File: config.mk
export PLATFORM = sky130hd
export DESIGN_NAME = cbc_store_ctrl
export DESIGN_NICKNAME = d
export VERILOG_FILES = /design/src/rtl/cbc_pkg.sv /design/src/rtl/cbc_tag_dir.sv /design/src/rtl/cbc_data_ram.sv /design/src/rtl/cbc_evict_buf.sv /design/src/rtl/cbc_store_ctrl.sv
export SDC_FILE = /design/constraint.sdc
export NUM_CORES = 1
export LEC_CHECK = 0
export BUFFER_PORTS_ARGS = -buffer_cell sky130_fd_sc_hd__buf_2
export CORE_ASPECT_RATIO = 0.9
export CORE_UTILIZATION = 46
export CTS_CLUSTER_DIAMETER = 150
export DETAILED_ROUTE_END_ITERATION = 12
export GPL_TIMING_DRIVEN = 0
export SYNTH_ARGS = -nofsm -noshare
export SYNTH_HDL_FRONTEND = slang
export SYNTH_SLANG_ARGS = --single-unit
File: constraint.sdc
create_clock -name clk -period 4.73 [get_ports clk]
set_input_delay 0.7095 -clock clk [delete_from_list [all_inputs] [get_ports clk]]
set_output_delay 0.7095 -clock clk [all_outputs]
set_load 0.01 [all_outputs]
File: src/rtl/cbc_pkg.sv
package cbc_pkg;
    typedef enum logic [0:0] {
        ST_IDLE = 1'b0,
        ST_FILL = 1'b1
    } cbc_state_e;
endpackage

File: src/rtl/cbc_tag_dir.sv
module cbc_tag_dir #(
    parameter int SETS  = 4,
    parameter int TAG_W = 4
) (
    input  logic                      clk,
    input  logic                      rst_n,
    input  logic [$clog2(SETS)-1:0]   lk_idx,
    input  logic [TAG_W-1:0]          lk_tag,
    output logic                      hit,
    output logic                      hit_way,
    output logic                      vict_way,
    output logic                      vict_dirty,
    output logic [TAG_W-1:0]          vict_tag,
    input  logic                      touch_en,
    input  logic [$clog2(SETS)-1:0]   touch_idx,
    input  logic                      touch_way,
    input  logic                      dirty_en,
    input  logic                      inst_en,
    input  logic [$clog2(SETS)-1:0]   inst_idx,
    input  logic                      inst_way,
    input  logic [TAG_W-1:0]          inst_tag
);
    localparam int WAYS = 2;

    logic [SETS-1:0][WAYS-1:0]            valid_q;
    logic [SETS-1:0][WAYS-1:0]            mod_q;
    logic [SETS-1:0][WAYS-1:0][TAG_W-1:0] tag_q;
    logic [SETS-1:0]                      mru_q;
    logic [WAYS-1:0]                      way_hit;

    for (genvar w = 0; w < WAYS; w++) begin : g_cmp
        assign way_hit[w] = valid_q[lk_idx][w] && (tag_q[lk_idx][w] == lk_tag);
    end

    always_comb begin
        hit     = |way_hit;
        hit_way = way_hit[1];
        if (!valid_q[lk_idx][0])      vict_way = 1'b0;
        else if (!valid_q[lk_idx][1]) vict_way = 1'b1;
        else                          vict_way = ~mru_q[lk_idx];
        vict_dirty = valid_q[lk_idx][vict_way] && mod_q[lk_idx][vict_way];
        vict_tag   = tag_q[lk_idx][vict_way];
    end

    always_ff @(posedge clk or negedge rst_n) begin
        if (!rst_n) begin
            valid_q <= '0;
            mod_q   <= '0;
            tag_q   <= '0;
            mru_q   <= '0;
        end else begin
            if (touch_en) begin
                mru_q[touch_idx] <= touch_way;
                if (dirty_en) mod_q[touch_idx][touch_way] <= 1'b1;
            end
            if (inst_en) begin
                valid_q[inst_idx][inst_way] <= 1'b1;
                mod_q[inst_idx][inst_way]   <= 1'b1;
                tag_q[inst_idx][inst_way]   <= inst_tag;
                mru_q[inst_idx]             <= inst_way;
            end
        end
    end

    // a tag never matches in both ways of a set
    a_r1_single_hit: assert property (@(posedge clk) disable iff (!rst_n)
        $onehot0(way_hit));

    // an installed line hits on the next cycle when looked up again
    a_r5_install_hits: assert property (@(posedge clk) disable iff (!rst_n)
        (inst_en && lk_idx == inst_idx && lk_tag == inst_tag) |=>
        ($stable(lk_idx) && $stable(lk_tag)) |-> hit);
endmodule

File: src/rtl/cbc_data_ram.sv
module cbc_data_ram #(
    parameter int SETS   = 4,
    parameter int WORDS  = 4,
    parameter int DATA_W = 32
) (
    input  logic                       clk,
    input  logic                       wr_en,
    input  logic [$clog2(SETS)-1:0]    wr_idx,
    input  logic                       wr_way,
    input  logic [$clog2(WORDS)-1:0]   wr_word,
    input  logic [DATA_W-1:0]          wr_data,
    input  logic [$clog2(SETS)-1:0]    rd_idx,
    input  logic                       rd_way,
    output logic [WORDS*DATA_W-1:0]    rd_line
);
    logic [SETS-1:0][1:0][WORDS-1:0][DATA_W-1:0] mem_q;

    always_ff @(posedge clk) begin
        if (wr_en) mem_q[wr_idx][wr_way][wr_word] <= wr_data;
    end

    assign rd_line = mem_q[rd_idx][rd_way];
endmodule

File: src/rtl/cbc_evict_buf.sv
module cbc_evict_buf #(
    parameter int ADDR_W = 8,
    parameter int LINE_W = 128
) (
    input  logic              clk,
    input  logic              rst_n,
    input  logic              load_en,
    input  logic [ADDR_W-1:0] load_addr,
    input  logic [LINE_W-1:0] load_line,
    input  logic              drain_en,
    output logic              full,
    output logic [ADDR_W-1:0] addr,
    output logic [LINE_W-1:0] line
);
    always_ff @(posedge clk or negedge rst_n) begin
        if (!rst_n) begin
            full <= 1'b0;
            addr <= '0;
            line <= '0;
        end else if (load_en) begin
            full <= 1'b1;
            addr <= load_addr;
            line <= load_line;
        end else if (drain_en) begin
            full <= 1'b0;
        end
    end

    // a parked line is never overwritten before it is written back
    a_r4_no_overwrite: assert property (@(posedge clk) disable iff (!rst_n)
        load_en |-> !full);
endmodule

File: src/rtl/cbc_store_ctrl.sv
module cbc_store_ctrl
    import cbc_pkg::*;
#(
    parameter int ADDR_W = 8,
    parameter int DATA_W = 32,
    parameter int SETS   = 4,
    parameter int WORDS  = 4
) (
    input  logic                    clk,
    input  logic                    rst_n,
    input  logic                    req_valid,
    input  logic [ADDR_W-1:0]       req_addr,
    input  logic [DATA_W-1:0]       req_data,
    input  logic                    req_wt,
    output logic                    req_ready,
    output logic                    req_hit,
    output logic                    req_way,
    output logic                    fill_req,
    output logic [ADDR_W-1:0]       fill_addr,
    input  logic                    fill_valid,
    input  logic [DATA_W-1:0]       fill_data,
    output logic                    wt_valid,
    output logic [ADDR_W-1:0]       wt_addr,
    output logic [DATA_W-1:0]       wt_data,
    output logic                    flush_valid,
    output logic [ADDR_W-1:0]       flush_addr,
    output logic [WORDS*DATA_W-1:0] flush_line,
    input  logic                    flush_done
);
    localparam int OFF_W  = $clog2(WORDS);
    localparam int IDX_W  = $clog2(SETS);
    localparam int TAG_W  = ADDR_W - IDX_W - OFF_W;
    localparam int LINE_W = WORDS * DATA_W;

    cbc_state_e state_q, state_d;

    logic [OFF_W-1:0]  r_off;
    logic [IDX_W-1:0]  r_idx;
    logic [TAG_W-1:0]  r_tag;
    logic              lk_hit, lk_hit_way, lk_vict_way, lk_vict_dirty;
    logic [TAG_W-1:0]  lk_vict_tag;
    logic [LINE_W-1:0] vict_line;
    logic              buf_full;
    logic              idle, acc, acc_hit, acc_miss, last_beat;

    logic [IDX_W-1:0]  f_idx;
    logic              f_way;
    logic [TAG_W-1:0]  f_tag;
    logic [OFF_W-1:0]  f_crit, f_cnt;
    logic [DATA_W-1:0] f_data;

    logic              wr_en, wr_way;
    logic [IDX_W-1:0]  wr_idx;
    logic [OFF_W-1:0]  wr_word;
    logic [DATA_W-1:0] wr_data;

    assign r_off = req_addr[OFF_W-1:0];
    assign r_idx = req_addr[OFF_W +: IDX_W];
    assign r_tag = req_addr[ADDR_W-1 -: TAG_W];

    // state register
    always_ff @(posedge clk or negedge rst_n) begin
        if (!rst_n) state_q <= ST_IDLE;
        else        state_q <= state_d;
    end

    always_comb begin
        state_d = state_q;
        unique case (state_q)
            ST_IDLE: if (acc_miss)  state_d = ST_FILL;
            ST_FILL: if (last_beat) state_d = ST_IDLE;
        endcase
    end

    // outputs and datapath steering
    always_comb begin
        idle        = (state_q == ST_IDLE);
        req_ready   = idle && !(req_valid && !req_wt && !lk_hit && buf_full);
        acc         = req_valid && req_ready;
        acc_hit     = acc && lk_hit;
        acc_miss    = acc && !lk_hit && !req_wt;
        last_beat   = !idle && fill_valid && (f_cnt == OFF_W'(WORDS - 1));
        req_hit     = lk_hit;
        req_way     = lk_hit ? lk_hit_way : lk_vict_way;
        fill_req    = acc_miss;
        fill_addr   = req_addr;
        wt_valid    = acc && req_wt;
        wt_addr     = req_addr;
        wt_data     = req_data;
        flush_valid = idle && buf_full;
        if (idle) begin
            wr_en   = acc_hit;
            wr_idx  = r_idx;
            wr_way  = lk_hit_way;
            wr_word = r_off;
            wr_data = req_data;
        end else begin
            wr_en   = fill_valid;
            wr_idx  = f_idx;
            wr_way  = f_way;
            wr_word = f_crit + f_cnt;
            wr_data = (f_cnt == '0) ? f_data : fill_data;
        end
    end

    // miss context
    always_ff @(posedge clk or negedge rst_n) begin
        if (!rst_n) begin
            f_idx  <= '0;
            f_way  <= 1'b0;
            f_tag  <= '0;
            f_crit <= '0;
            f_cnt  <= '0;
            f_data <= '0;
        end else if (acc_miss) begin
            f_idx  <= r_idx;
            f_way  <= lk_vict_way;
            f_tag  <= r_tag;
            f_crit <= r_off;
            f_cnt  <= '0;
            f_data <= req_data;
        end else if (!idle && fill_valid) begin
            f_cnt  <= f_cnt + 1'b1;
        end
    end

    cbc_tag_dir #(.SETS(SETS), .TAG_W(TAG_W)) u_dir (
        .clk        (clk),
        .rst_n      (rst_n),
        .lk_idx     (r_idx),
        .lk_tag     (r_tag),
        .hit        (lk_hit),
        .hit_way    (lk_hit_way),
        .vict_way   (lk_vict_way),
        .vict_dirty (lk_vict_dirty),
        .vict_tag   (lk_vict_tag),
        .touch_en   (acc_hit),
        .touch_idx  (r_idx),
        .touch_way  (lk_hit_way),
        .dirty_en   (!req_wt),
        .inst_en    (last_beat),
        .inst_idx   (f_idx),
        .inst_way   (f_way),
        .inst_tag   (f_tag)
    );

    cbc_data_ram #(.SETS(SETS), .WORDS(WORDS), .DATA_W(DATA_W)) u_ram (
        .clk     (clk),
        .wr_en   (wr_en),
        .wr_idx  (wr_idx),
        .wr_way  (wr_way),
        .wr_word (wr_word),
        .wr_data (wr_data),
        .rd_idx  (r_idx),
        .rd_way  (lk_vict_way),
        .rd_line (vict_line)
    );

    cbc_evict_buf #(.ADDR_W(ADDR_W), .LINE_W(LINE_W)) u_buf (
        .clk       (clk),
        .rst_n     (rst_n),
        .load_en   (acc_miss && lk_vict_dirty),
        .load_addr ({lk_vict_tag, r_idx, {OFF_W{1'b0}}}),
        .load_line (vict_line),
        .drain_en  (flush_valid && flush_done),
        .full      (buf_full),
        .addr      (flush_addr),
        .line      (flush_line)
    );

    // nothing is accepted while a fill is outstanding
    a_r6_no_accept_in_fill: assert property (@(posedge clk) disable iff (!rst_n)
        (state_q == ST_FILL) |-> !req_ready);

    // the parked line is not offered in the cycle after a fill request
    a_r4_flush_after_fill: assert property (@(posedge clk) disable iff (!rst_n)
        fill_req |=> !flush_valid);

    // a write-through store never asks for a fill
    a_r10_wt_no_alloc: assert property (@(posedge clk) disable iff (!rst_n)
        wt_valid |-> !fill_req);

    // a copy-back miss is held off while a line waits for write-back
    a_r8_miss_stalls: assert property (@(posedge clk) disable iff (!rst_n)
        (req_valid && !req_wt && !req_hit && flush_valid) |-> !req_ready);

    // the install cycle returns the controller to accepting requests
    a_r5_back_to_idle: assert property (@(posedge clk) disable iff (!rst_n)
        last_beat |=> (state_q == ST_IDLE));
endmodule

Word level (Yosys, flattened, before mapping). Cells that the tools add are included.

Bitwise gates (word level): 5. $lt $le $gt $ge: 15. Reduce and logical (&&, ||, !) cells: 31. Add/subtract/negate cells: 2. Muxes and demuxes: 65. Eq/ne operators: 3.

Operators with widths (count): $bwmux W1024 (1); $bmux W256 S2 (1); $demux W256 S2 (1); $mux W256 (2); $mux W128 (3); $demux W128 S1 (1); $mux W32 (3); $demux W32 S2 (1); $mux W8 (5); $bwmux W32 (1); $logic_and A1 B1 Y1 (24); $or A8 B8 Y8 (3); $mux W4 (5); $mux W1 (18); $bmux W8 S2 (1); $demux W8 S2 (1); $mux W2 (8); $lt A2 B3 Y1 const B (4); $bmux W2 S2 (2); $bwmux W4 (2); $demux W2 S2 (2); $eq A4 B4 Y1 (2); $ge A2 B1 Y1 const B (4); $lt A1 B2 Y1 const B (4); 14 further kinds (22).

Logic and storage cells: 180. Flip-flop bits (word level): 1255. Output and inout port bits: 190. Bits of input ports: 78.

Logic depth before layout (Yosys ltp). Gate-level depths: netlist (run 1).

Depth after elaboration: 15. Depth in mapped cells: 10. Depth with buffers taken out: 7.

Modules after synthesis. From an unflattened synthesis (run 1), not the netlist that was laid out.

Cell total of the unflattened synthesis: 2276. Area total of the unflattened synthesis: 49920.4 um^2.

Modules (own cells, without submodules): cbc_data_ram (area each 39242.6 um^2, cells an instance 1524, seq. area each 30749.5 um^2, times used 1); cbc_evict_buf (area each 5165.0 um^2, cells an instance 290, seq. area each 3428.3 um^2, times used 1); cbc_store_ctrl (area each 3005.4 um^2, cells an instance 280, seq. area each 1101.1 um^2, times used 1); cbc_tag_dir (area each 2507.4 um^2, cells an instance 182, seq. area each 1301.2 um^2, times used 1).

Worst setup path before layout (run 1). No wires, ideal clock.

Kind: input to register. Start: input port req_addr[2]. End: register u_ram.mem_q[0] in the netlist's numbering, enable pin. Data required time: 4.298 ns. Path buffers: 3. Path slack: 0.309 ns. Library setup time: 0.432 ns. Cell stages on the path: 9. Arrival: 3.989 ns. Cells stage by stage: buf_6 buf_6 mux4_2 xnor2_1 nand3_2 nor2_4 buf_2 o21ai_1 a21oi_1.

Word-level cells in the longest chain between the ends: 13. Elaborated cells on any way between the ends: 17. Classes of those cells: eq/ne: 2; mux: 5; reduce/logical: 10.

Ends and longest elaborated chain: start: declaration (line cbc_store_ctrl.sv:12) `input logic [ADDR_W-1:0] req_addr,`; $bmux W8 S2 (line cbc_tag_dir.sv:32) `assign way_hit[w] = valid_q[lk_idx][w] && (tag_q[lk_idx][w] == lk_tag);`; $mux W8 (implied by the code) (line cbc_tag_dir.sv:32); $eq A4 B4 Y1 (line cbc_tag_dir.sv:32); $logic_and A1 B1 Y1 (line cbc_tag_dir.sv:32); $reduce_or A2 Y1 * (line cbc_tag_dir.sv:36) `hit = |way_hit;`; $logic_not A1 Y1 (line cbc_store_ctrl.sv:78) `req_ready = idle && !(req_valid && !req_wt && !lk_hit && buf_full);`; $logic_and A1 B1 Y1 (2 in series) (line cbc_store_ctrl.sv:78); $logic_not A1 Y1 (line cbc_store_ctrl.sv:78); $logic_and A1 B1 Y1 (line cbc_store_ctrl.sv:78); $logic_and A1 B1 Y1 (line cbc_store_ctrl.sv:79) `acc = req_valid && req_ready;`; $logic_and A1 B1 Y1 * (line cbc_store_ctrl.sv:80) `acc_hit = acc && lk_hit;`; $mux W1 * (line cbc_store_ctrl.sv:91) `if (idle) begin`; end signal: indexed assignment (line cbc_data_ram.sv:19) `if (wr_en) mem_q[wr_idx][wr_way][wr_word] <= wr_data;`; end: declaration (line cbc_data_ram.sv:16) `logic [SETS-1:0][1:0][WORDS-1:0][DATA_W-1:0] mem_q;`.

Mark *: on every way between the ends. The rest lies on a longest branch, timed or not. The select of a mux whose other input is x is not followed. A chain may end at the register's enable or synchronous reset.

Worst setup path after layout (run 1).
Start: input port req_addr[3]. End: register u_ram.mem_q[524] in the netlist's numbering, enable pin.

The elaborated chain is that of the path after synthesis.

==> results of run 1 <==
## metrics by stage
stage                      TNS, ps  setup WS, ps  cell area [um2]  cells
after global placement    -2764170         -2665            52070   3929
after floorplan                  0         308.8            49030   2287
after global routing             0         299.4            58570   4228
after CTS                        0         376.5            58570   4228
after detailed placement    -38960        -277.8            54310   3989
final                            0         439.3            58570   4231
## registers in the layout (all words and copies together), names as in the netlist
| signal | cells |
|---|---|
| f_tag | 4 |
| u_buf.line | 128 |
| f_idx | 2 |
| f_cnt | 2 |
| u_buf.full | 1 |
| f_way | 1 |
| f_data | 32 |
| u_dir.tag_q | 32 |
| state_q | 1 |
| u_dir.valid_q | 8 |
| u_dir.mru_q | 4 |
| u_buf.addr | 6 |
| u_ram.mem_q | 1024 |
| u_dir.mod_q | 8 |
| f_crit | 2 |
## where the power goes
part	internal (mW)	switching, mW
sequential	14.7	0.334
combinational	2.57	4.95
clock	6.00	4.15
total	23.2	9.43
## area by class of cell
cell class	count	area, um2
Fill cell	7841	47040
Sequential cell	1255	36530
Multi-Input combinational cell	858	12260
Clock buffer	176	3720
Timing Repair Buffer	323	2823
Tap cell	1380	1727
Buffer	166	944.7
Clock inverter	62	529.3
Inverter	8	30.03
Antenna cell	3	7.507
## cell families after synthesis
kind of cell,count (synthesis),share of synthesized area
adder cells (fa/ha/maj),3,0.0007657
buffers and inverters,174,0.01988
AND/OR/NAND/NOR,104,0.01113
flip-flops,1255,0.7451
multiplexers,643,0.2099
AO/OA/AOI/OAI,95,0.01118
XOR/XNOR,11,0.001965
other,1,0.00007648
## cells in the final DEF (no fill, tap or decap), types with 4 or more instances in the layout
| cell | n |
|---|---|
| clkbuf_16 | 141 |
| dfrtp_1 | 231 |
| clkinvlp_4 | 4 |
| o21ai_2 | 4 |
| buf_2 | 286 |
| a21oi_4 | 63 |
| nor3_1 | 6 |
| buf_1 | 13 |
| nor2b_1 | 7 |
| mux2_2 | 309 |
| nand2b_1 | 7 |
| nand3_1 | 5 |
| a21oi_1 | 8 |
| inv_1 | 8 |
| mux4_2 | 269 |
| xnor2_1 | 11 |
| mux2i_1 | 35 |
| bufinv_16 | 9 |
| nand2_1 | 17 |
| buf_16 | 41 |
| buf_4 | 52 |
| clkbuf_1 | 96 |
| clkbuf_8 | 6 |
| edfxtp_1 | 1024 |
| a211o_1 | 4 |
| buf_8 | 6 |
| or2_2 | 5 |
| clkinv_1 | 25 |
| mux2_4 | 18 |
| o2bb2ai_1 | 4 |
| buf_12 | 18 |
| clkinv_2 | 20 |
| nor2_1 | 39 |
| buf_6 | 5 |
| mux2_1 | 12 |
## final timing paths
kind                                              start                      endpoint  slack [ps]  cells after the start
min                                         req_data[1]         f_data[1]$_DFFE_PN0P_         250                      2
min reg2reg                u_dir.valid_q[7]$_DFFE_PN0P_  u_dir.valid_q[7]$_DFFE_PN0P_         470                      1
min in group asynchronous                         rst_n   u_buf.line[125]$_DFFE_PN0P_         490                      2
max reg2reg                 u_dir.tag_q[30]$_DFFE_PN0P_    u_ram.mem_q[435]$_DFFE_PP_         830                      7
max                                         req_addr[3]    u_ram.mem_q[524]$_DFFE_PP_         440                      9
max in group asynchronous                         rst_n    u_buf.line[47]$_DFFE_PN0P_        2840                      4
## metal layers
metal | share of wire | up-vias | track usage
met5 | 0 | - | 0
met4 | 0.026 | 0 | 0.06980
met3 | 0.064 | 170 | 0.04602
met2 | 0.47 | 769 | 0.3503
met1 | 0.44 | 12976 | 0.3181
li1 | - | 10200 | -
## worst max-delay path: cells and delay by family
kind,cells,cell delay (ps)
buf+inv,6,2380
compound gates,2,1210
simple gates,1,390
## repair_timing
item                                   in CTS  in global routing
endpoints found under the hold margin      63                  0
setup buffers                               0                  0
hold buffers                                1                  0
==> results.sh, run 1 <==
export IMPL_root_buffer="clkbuf_16"
export IMPL_fp_dieW_um=346.1
export IMPL_grt_max_degree=110
export IMPL_cts_buffers=131
export IMPL_place_gp_congestion=0.8453
export IMPL_synth_top_area_cell="edfxtp_1"
export IMPL_cap_viol_max_count=0
export IMPL_run_status="finished, final reports clean"
export IMPL_cp_required_ps=5160
export IMPL_leakage_nw=20.82
export IMPL_max_freq_mhz=233.1
export IMPL_synth_top_area_frac=0.6272
export IMPL_dieArea_um2=107900
export IMPL_period_share=0.9071
export IMPL_grt_overflow=0
export IMPL_critical_path_class="in2reg"
export IMPL_synthFlopType="edfxtp_1"
export IMPL_portBuffers=262
export IMPL_grt_pass1_vias=25532
export IMPL_hold_class="in2reg"
export IMPL_final_min_clock_period_ps=4291
export IMPL_cp_arrival_ps=4720
export IMPL_rsz0062_at_grt="false"
export IMPL_finalHoldWorstSlack_ps=249.2
export IMPL_area_growth_pct=19.47
export IMPL_die_y_um=311.7
export IMPL_finalSetupViolations=0
export IMPL_firstDrtPassIters=5
export IMPL_vias=24115
export IMPL_drv_slew=0
export IMPL_syn_area_per_cell_um2=21.45
export IMPL_place_hpwl_um=79120
export IMPL_cts_resized=0
export IMPL_cpMostUsedCell="clkbuf_1"
export IMPL_ys_seq_elements=1255
export IMPL_vias_per_cell=5.700
export IMPL_endpoint_kind="flip-flop"
export IMPL_yosysSeqAreaShare=0.7451
export IMPL_p_total_mw=32.68
export IMPL_synth_async_reset_ratio=0.1841
export IMPL_rows=113
export IMPL_start_util=0.4642
export IMPL_ctsLongestPathBuffers=3
export IMPL_cts_tree="done"
export IMPL_fin_nets=2824
export IMPL_synth_cells=2286
export IMPL_htreeDepth=4
export IMPL_drt_iter0_drc=2206
export IMPL_synth_cell_types=47
export IMPL_drive_above_1_share=0.4470
export IMPL_irDropWorstVdd_uv=499.2
export IMPL_io_pins=268
export IMPL_slowest_delay_ps=810
export IMPL_grt_antenna_before_repair=2
export IMPL_power_density_nw_per_um2=557.9
export IMPL_clock_sinks=1255
export IMPL_yosysMostFrequentCell="edfxtp_1"
export IMPL_grt_pass1_wl_um=173500
export IMPL_syn_area_um2=49030
export IMPL_coreArea_um2=105600
export IMPL_slowest_stage="a21oi_4"
export IMPL_netlist_top_cells_count="1024 x edfxtp_1, 309 x mux2_2, 269 x mux4_2, 231 x dfrtp_1, 72 x a21oi_1"
export IMPL_grt_usage=0.2240
export IMPL_relSlewSlack=0.07129
export IMPL_route_detailed_drc=0
export IMPL_routed_wl_um=119300
export IMPL_post_route_util=0.5546
export IMPL_tightest_slew_ps=1393
export IMPL_yosysWarnings=0
export IMPL_fin_worst_skew_ps=17.32
export IMPL_clk_pin_slew_ps=60
export IMPL_critPathLaunchType="input pin"
export IMPL_synth_edf_count=1024
export IMPL_cp_cell_sequence="clkbuf_1 > buf_4 > clkbuf_1 > buf_2 > inv_1 > nor3_1 > o21ai_2 > a21oi_4 > buf_16"
export IMPL_wl_per_cell_um=28.19
export IMPL_antenna_left=0
export IMPL_hold_viol=0
export IMPL_ys_top_cells_by_area="edfxtp_1 63%, mux4_2 12%, dfrtp_1 12%"
export IMPL_clock_latency_ps=730
export IMPL_crit_fanout=18
Power figures use the tool's default switching activity.
==> inputs of run 2 (changes only) <==
--- a/config.mk
+++ b/config.mk
@@ -11,6 +11,7 @@
 export CTS_CLUSTER_DIAMETER = 150
 export DETAILED_ROUTE_END_ITERATION = 12
 export GPL_TIMING_DRIVEN = 0
+export MAX_ROUTING_LAYER = met4
 export SYNTH_ARGS = -nofsm -noshare
 export SYNTH_HDL_FRONTEND = slang
 export SYNTH_SLANG_ARGS = --single-unit
==> run 2 against run 1 <==
  * Routed wire length barely moved
  * Cell count stayed put
  * Clock power is essentially flat
  * Worst setup slack better by 4.1 ps
  * Total power barely moved
  * Final area stayed put
  * Non-clock buffer count unchanged
  * Register-to-register slack improved by 20 ps
  * Sequential power barely moved
==> results.sh, run 2 (same netlist as run 1, synthesis figures left out) <==
export IMPL_run_status="finished, final reports clean"
export IMPL_final_min_clock_period_ps=4287
export IMPL_period_share=0.9063
export IMPL_grt_usage=0.2310
export IMPL_tightest_slew_ps=1382
export IMPL_cap_viol_max_count=0
export IMPL_fin_worst_skew_ps=19.35
export IMPL_htreeDepth=4
export IMPL_rr_startpoint="u_dir.tag_q[30]$_DFFE_PN0P_"
export IMPL_cp_arrival_ps=4710
export IMPL_firstDrtPassIters=7
export IMPL_vias=24155
export IMPL_root_buffer="clkbuf_16"
export IMPL_grt_pass1_wl_um=173500
export IMPL_hold_end="f_data[19]$_DFFE_PN0P_"
export IMPL_place_gp_congestion=0.8586
export IMPL_portBuffers=262
export IMPL_critical_path_class="in2reg"
export IMPL_post_cts_buffers=0
export IMPL_leakage_nw=20.82
export IMPL_routed_wl_um=119200
export IMPL_dieArea_um2=107900
export IMPL_cts_resized=0
export IMPL_power_density_nw_per_um2=558.0
export IMPL_min_delay_start="req_data[19]"
export IMPL_largest_reg_flops=1024
export IMPL_clock_latency_ps=730
export IMPL_finalHoldWorstSlack_ps=247.7
export IMPL_wl_per_cell_um=28.18
export IMPL_route_detailed_drc=0
export IMPL_area_growth_pct=19.47
export IMPL_min_path_cells=2
export IMPL_r2r_worst_path_cells=7
export IMPL_cts_buffers=131
export IMPL_place_hpwl_um=79120
export IMPL_start_util=0.4642
export IMPL_drive_above_1_share=0.4470
export IMPL_grt_max_degree=110
export IMPL_critPathLaunchType="input pin"
export IMPL_grt_pass1_vias=25553
export IMPL_p_total_mw=32.68
export IMPL_max_freq_mhz=233.3
export IMPL_final_cell_mix="1024 x edfxtp_1, 309 x mux2_2, 286 x buf_2"
export IMPL_antenna_left=0
export IMPL_rows=113
export IMPL_grt_overflow=0
export IMPL_fp_dieW_um=346.1
export IMPL_endpoint_kind="flip-flop"
export IMPL_reg2reg_slack_ps=850
export IMPL_cts_tree="done"
export IMPL_largest_register="u_ram.mem_q"
export IMPL_clk_pin_slew_ps=60
export IMPL_drv_slew=0
export IMPL_die_y_um=311.7
export IMPL_fin_nets=2824
export IMPL_rsz0062_at_grt="false"
export IMPL_grt_antenna_before_repair=4
export IMPL_drt_iter0_drc=2387
export IMPL_ctsLongestPathBuffers=3
export IMPL_fin_area_um2=58570
export IMPL_hold_class="in2reg"
export IMPL_finalSetupViolations=0
export IMPL_layout_commonest_cell="edfxtp_1"
export IMPL_io_pins=268
export IMPL_vias_per_cell=5.709
export IMPL_r2r_end="u_ram.mem_q[435]$_DFFE_PP_"
export IMPL_cp_required_ps=5150
export IMPL_coreArea_um2=105600
export IMPL_clock_sinks=1255
export IMPL_irDropWorstVdd_uv=494.0
export IMPL_reg_largest_list="u_ram.mem_q x1024, u_buf.line x128"
export IMPL_crit_fanout=18
export IMPL_placedInstanceArea_um2=54310
export IMPL_relSlewSlack=0.07855
export IMPL_hold_viol=0
run 2: layer usage:
| metal | GRT usage | part of all wire | vias up |
|---|---|---|---|
| met1 | 0.3185 | 0.44 | 12953 |
| li1 | - | - | 10195 |
| met5 | - | 0 | - |
| met3 | 0.04542 | 0.063 | 179 |
| met2 | 0.3507 | 0.48 | 828 |
| met4 | 0.06939 | 0.025 | 0 |
run 2: per-stage QoR:
stage / std cells / TNS (ps) / utilization / setup slack, ps
2_1_floorplan: 2287 / 0 / - / 308.8
3_3_place_gp: 3929 / -2764170 / 0.4930 / -2665
3_5_place_dp: 3989 / -38960 / 0.5142 / -277.8
4_1_cts: 4228 / 0 / 0.5545 / 376.5
5_1_grt: 4229 / 0 / 0.5545 / 299.3
6_report: 4231 / 0 / 0.5546 / 443.4
run 2: report_power, final:
| group | switching, mW | leakage (nW) | internal (mW) |
|---|---|---|---|
| sequential | 0.334 | 12.3 | 14.7 |
| combinational | 4.96 | 6.44 | 2.57 |
| clock | 4.14 | 2.08 | 6.00 |
run 2: cell type report:
cell class                 count  area (um2)
antenna                        3       7.507
buffer                       166       944.7
clock buffer                 176        3720
clock inverter                62       529.3
fill                        7842       47040
inverter                       8       30.03
multi-input combinational    858       12260
sequential                  1255       36530
tap                         1380        1727
timing repair buffer         323        2823
run 2: worst max-delay path, stage by stage:
cell and delay [ps]:
clkbuf_1 480, buf_4 310, clkbuf_1 770, buf_2 430
inv_1 120, nor3_1 390, o21ai_2 410, a21oi_4 810
buf_16 250
run 2: worst max path at each step:
stage	from	endpoint	slack, ps	depth (start not counted)
6_report	req_addr[3]	u_ram.mem_q[524]$_DFFE_PP_	440	9
5_1_grt	req_addr[3]	u_ram.mem_q[524]$_DFFE_PP_	300	9
4_1_cts	state_q$_DFF_PN0_	req_ready	380	6
3_5_place_dp	req_addr[3]	u_ram.mem_q[531]$_DFFE_PP_	-280	9
3_3_place_gp	req_addr[3]	u_ram.mem_q[598]$_DFFE_PP_	-2660	8
2_1_floorplan	req_addr[2]	u_ram.mem_q[0]$_DFFE_PP_	310	9
run 2: what timing repair did:
action / in CTS / in global routing
endpoints found under the hold margin: 63 / 0
endpoints found under the setup margin: 0 / 0
hold buffers: 1 / 0
==> inputs of run 3 (changes only) <==
==> constraint.sdc (replaced) <==
create_clock -name clk -period 4 [get_ports clk]
set_input_delay 0.6 -clock clk [delete_from_list [all_inputs] [get_ports clk]]
set_output_delay 0.6 -clock clk [all_outputs]
set_load 0.01 [all_outputs]
==> run 3 against run 2 <==
  * Combinational power increased by 19%
  * Clock-buffer cell count unchanged
  * Clock power increased by 19%
  * Total power increased by 18%
  * Register-to-register slack got worse by 710 ps
  * Critical endpoint is now u_ram.mem_q[306]$_DFFE_PP_
  * Largest cell class unchanged
==> results.sh, run 3 (same netlist as run 1, synthesis figures left out) <==
export IMPL_antenna_left=0
export IMPL_largest_register="u_ram.mem_q"
export IMPL_crit_fanout=17
export IMPL_rows=113
export IMPL_cap_viol_max_count=0
export IMPL_leakage_nw=20.94
export IMPL_min_path_cells=2
export IMPL_reg2reg_slack_ps=140
export IMPL_root_buffer="clkbuf_16"
export IMPL_irDropWorstVdd_uv=586.3
export IMPL_nFillCells=7818
export IMPL_crit_end="u_ram.mem_q[306]$_DFFE_PP_"
export IMPL_clk_pin_slew_ps=60
export IMPL_critPathLaunchType="flip-flop"
export IMPL_grt_antenna_before_repair=4
export IMPL_critical_path_class="reg2reg"
export IMPL_max_freq_mhz=259.3
export IMPL_finalSetupViolations=0
export IMPL_routed_wl_um=119600
export IMPL_start_util=0.4642
export IMPL_hold_viol=0
export IMPL_drive_above_1_share=0.4511
export IMPL_rr_startpoint="state_q$_DFF_PN0_"
export IMPL_grt_pass1_vias=25564
export IMPL_endpoint_kind="flip-flop"
export IMPL_dp_slack_ps=-898.3
export IMPL_power_density_nw_per_um2=657.6
export IMPL_clock_latency_ps=730
export IMPL_final_cell_mix="1024 x edfxtp_1, 309 x mux2_2, 286 x buf_2"
export IMPL_vias_per_cell=5.676
export IMPL_tns_ps=0
export IMPL_vias=24096
export IMPL_grt_overflow=0
export IMPL_layout_commonest_cell="edfxtp_1"
export IMPL_io_pins=268
export IMPL_cp_required_ps=4420
export IMPL_cts_buffers=131
export IMPL_dieArea_um2=107900
export IMPL_place_hpwl_um=79120
export IMPL_area_growth_pct=20.00
export IMPL_fin_cells=4245
export IMPL_period_share=0.9640
export IMPL_r2r_worst_path_cells=5
export IMPL_cts_tree="done"
export IMPL_fp_dieW_um=346.1
export IMPL_wl_per_cell_um=28.18
export IMPL_startpoint="state_q$_DFF_PN0_"
export IMPL_fin_worst_skew_ps=20.39
export IMPL_fin_ws_ps=144.1
export IMPL_firstDrtPassIters=7
export IMPL_coreArea_um2=105600
export IMPL_grt_usage=0.2310
export IMPL_reg_largest_list="u_ram.mem_q x1024, u_buf.line x128"
export IMPL_drt_iter0_drc=2510
export IMPL_clock_sinks=1255
export IMPL_dp_cells=3989
export IMPL_relSlewSlack=0.06373
export IMPL_fin_nets=2840
export IMPL_htreeDepth=4
export IMPL_portBuffers=262
export IMPL_tightest_slew_ps=1404
export IMPL_run_status="finished, final reports clean"
export IMPL_drv_slew=0
export IMPL_grt_max_degree=110
export IMPL_post_route_util=0.5571
export IMPL_route_detailed_drc=0
export IMPL_grt_pass1_wl_um=173500
export IMPL_die_y_um=311.7
export IMPL_ctsLongestPathBuffers=3
export IMPL_place_gp_congestion=0.8586
export IMPL_cp_arrival_ps=4280
export IMPL_largest_reg_flops=1024
export IMPL_final_min_clock_period_ps=3856
export IMPL_hold_class="in2reg"
export IMPL_r2r_end="u_ram.mem_q[306]$_DFFE_PP_"
==> run 3: cell count changes in the layout (fill, tap and decap cells not counted) <==
| cell | before | now |
|---|---|---|
| buf_12 | 18 | 29 |
| buf_4 | 52 | 56 |
| clkbuf_1 | 96 | 94 |
| clkbuf_2 | 0 | 2 |
| diode_2 | 3 | 1 |
| a21oi_2 | 1 | 2 |
| buf_1 | 13 | 12 |
| clkdlybuf4s15_2 | 0 | 1 |
==> run 3: stage by stage <==
stage                     cell area, um2  power, mW  hold slack [ps]
after floorplan                    49030      21.95            304.4
after global placement             52070      25.23            442.3
after detailed placement           54310      26.96            448.0
after CTS                          58640      38.96            94.74
after global routing               58840      39.98            124.3
final                              58840      38.69            141.9
==> run 3: power by group <==
group	internal [mW]	total (mW)	switching, mW
registers	17.4	17.7	0.392
logic	3.07	8.95	5.88
clock network	7.10	12.0	4.90
==> run 3: repair_timing <==
action,in CTS,in global routing
hold buffers,1,0
gates cloned,0,1
endpoints found under the setup margin,99,140
pin swaps,2,2
buffers inserted,3,12
resized for setup,3,2
endpoints found under the hold margin,63,0
==> run 3: how the worst min path moves through the flow <==
stage | from | endpoint | slack [ps]
after floorplan | rst_n | f_cnt[0]$_DFFE_PN0P_ | 300
after global placement | u_dir.mod_q[4]$_DFF_PN0_ | u_dir.mod_q[4]$_DFF_PN0_ | 440
after detailed placement | u_dir.valid_q[7]$_DFFE_PN0P_ | u_dir.valid_q[7]$_DFFE_PN0P_ | 450
after CTS | req_data[19] | f_data[19]$_DFFE_PN0P_ | 90
after global routing | req_data[19] | f_data[19]$_DFFE_PN0P_ | 120
final | req_data[1] | f_data[1]$_DFFE_PN0P_ | 140
==> run 3: metal layers <==
metal	routed length [um]	GRT usage	share of wire	vias to the layer above
li1	-	-	-	10227
met1	51750	0.3185	0.43	12854
met2	56730	0.3508	0.47	843
met3	7991	0.04542	0.067	172
met4	3133	0.06929	0.026	0
met5	0	-	0	-
==> run 3: cell type report <==
| type | count | area [um2] | share of cell area |
|---|---|---|---|
| Antenna cell | 1 | 2.502 | 0.00004253 |
| Buffer | 166 | 954.7 | 0.01623 |
| Clock buffer | 176 | 3720 | 0.06322 |
| Clock inverter | 62 | 529.3 | 0.008995 |
| Inverter | 8 | 30.03 | 0.0005104 |
| Multi-Input combinational cell | 859 | 12270 | 0.2086 |
| Sequential cell | 1255 | 36530 | 0.6209 |
| Tap cell | 1380 | 1727 | 0.02935 |
| Timing Repair Buffer | 338 | 3073 | 0.05223 |
==> run 3: critical path: stages, from the launching register on <==
cell and delay (ps):
dfrtp_1 310, buf_2 200, clkbuf_1 540, nand4b_1 1150, a21oi_4 1070, buf_16 250
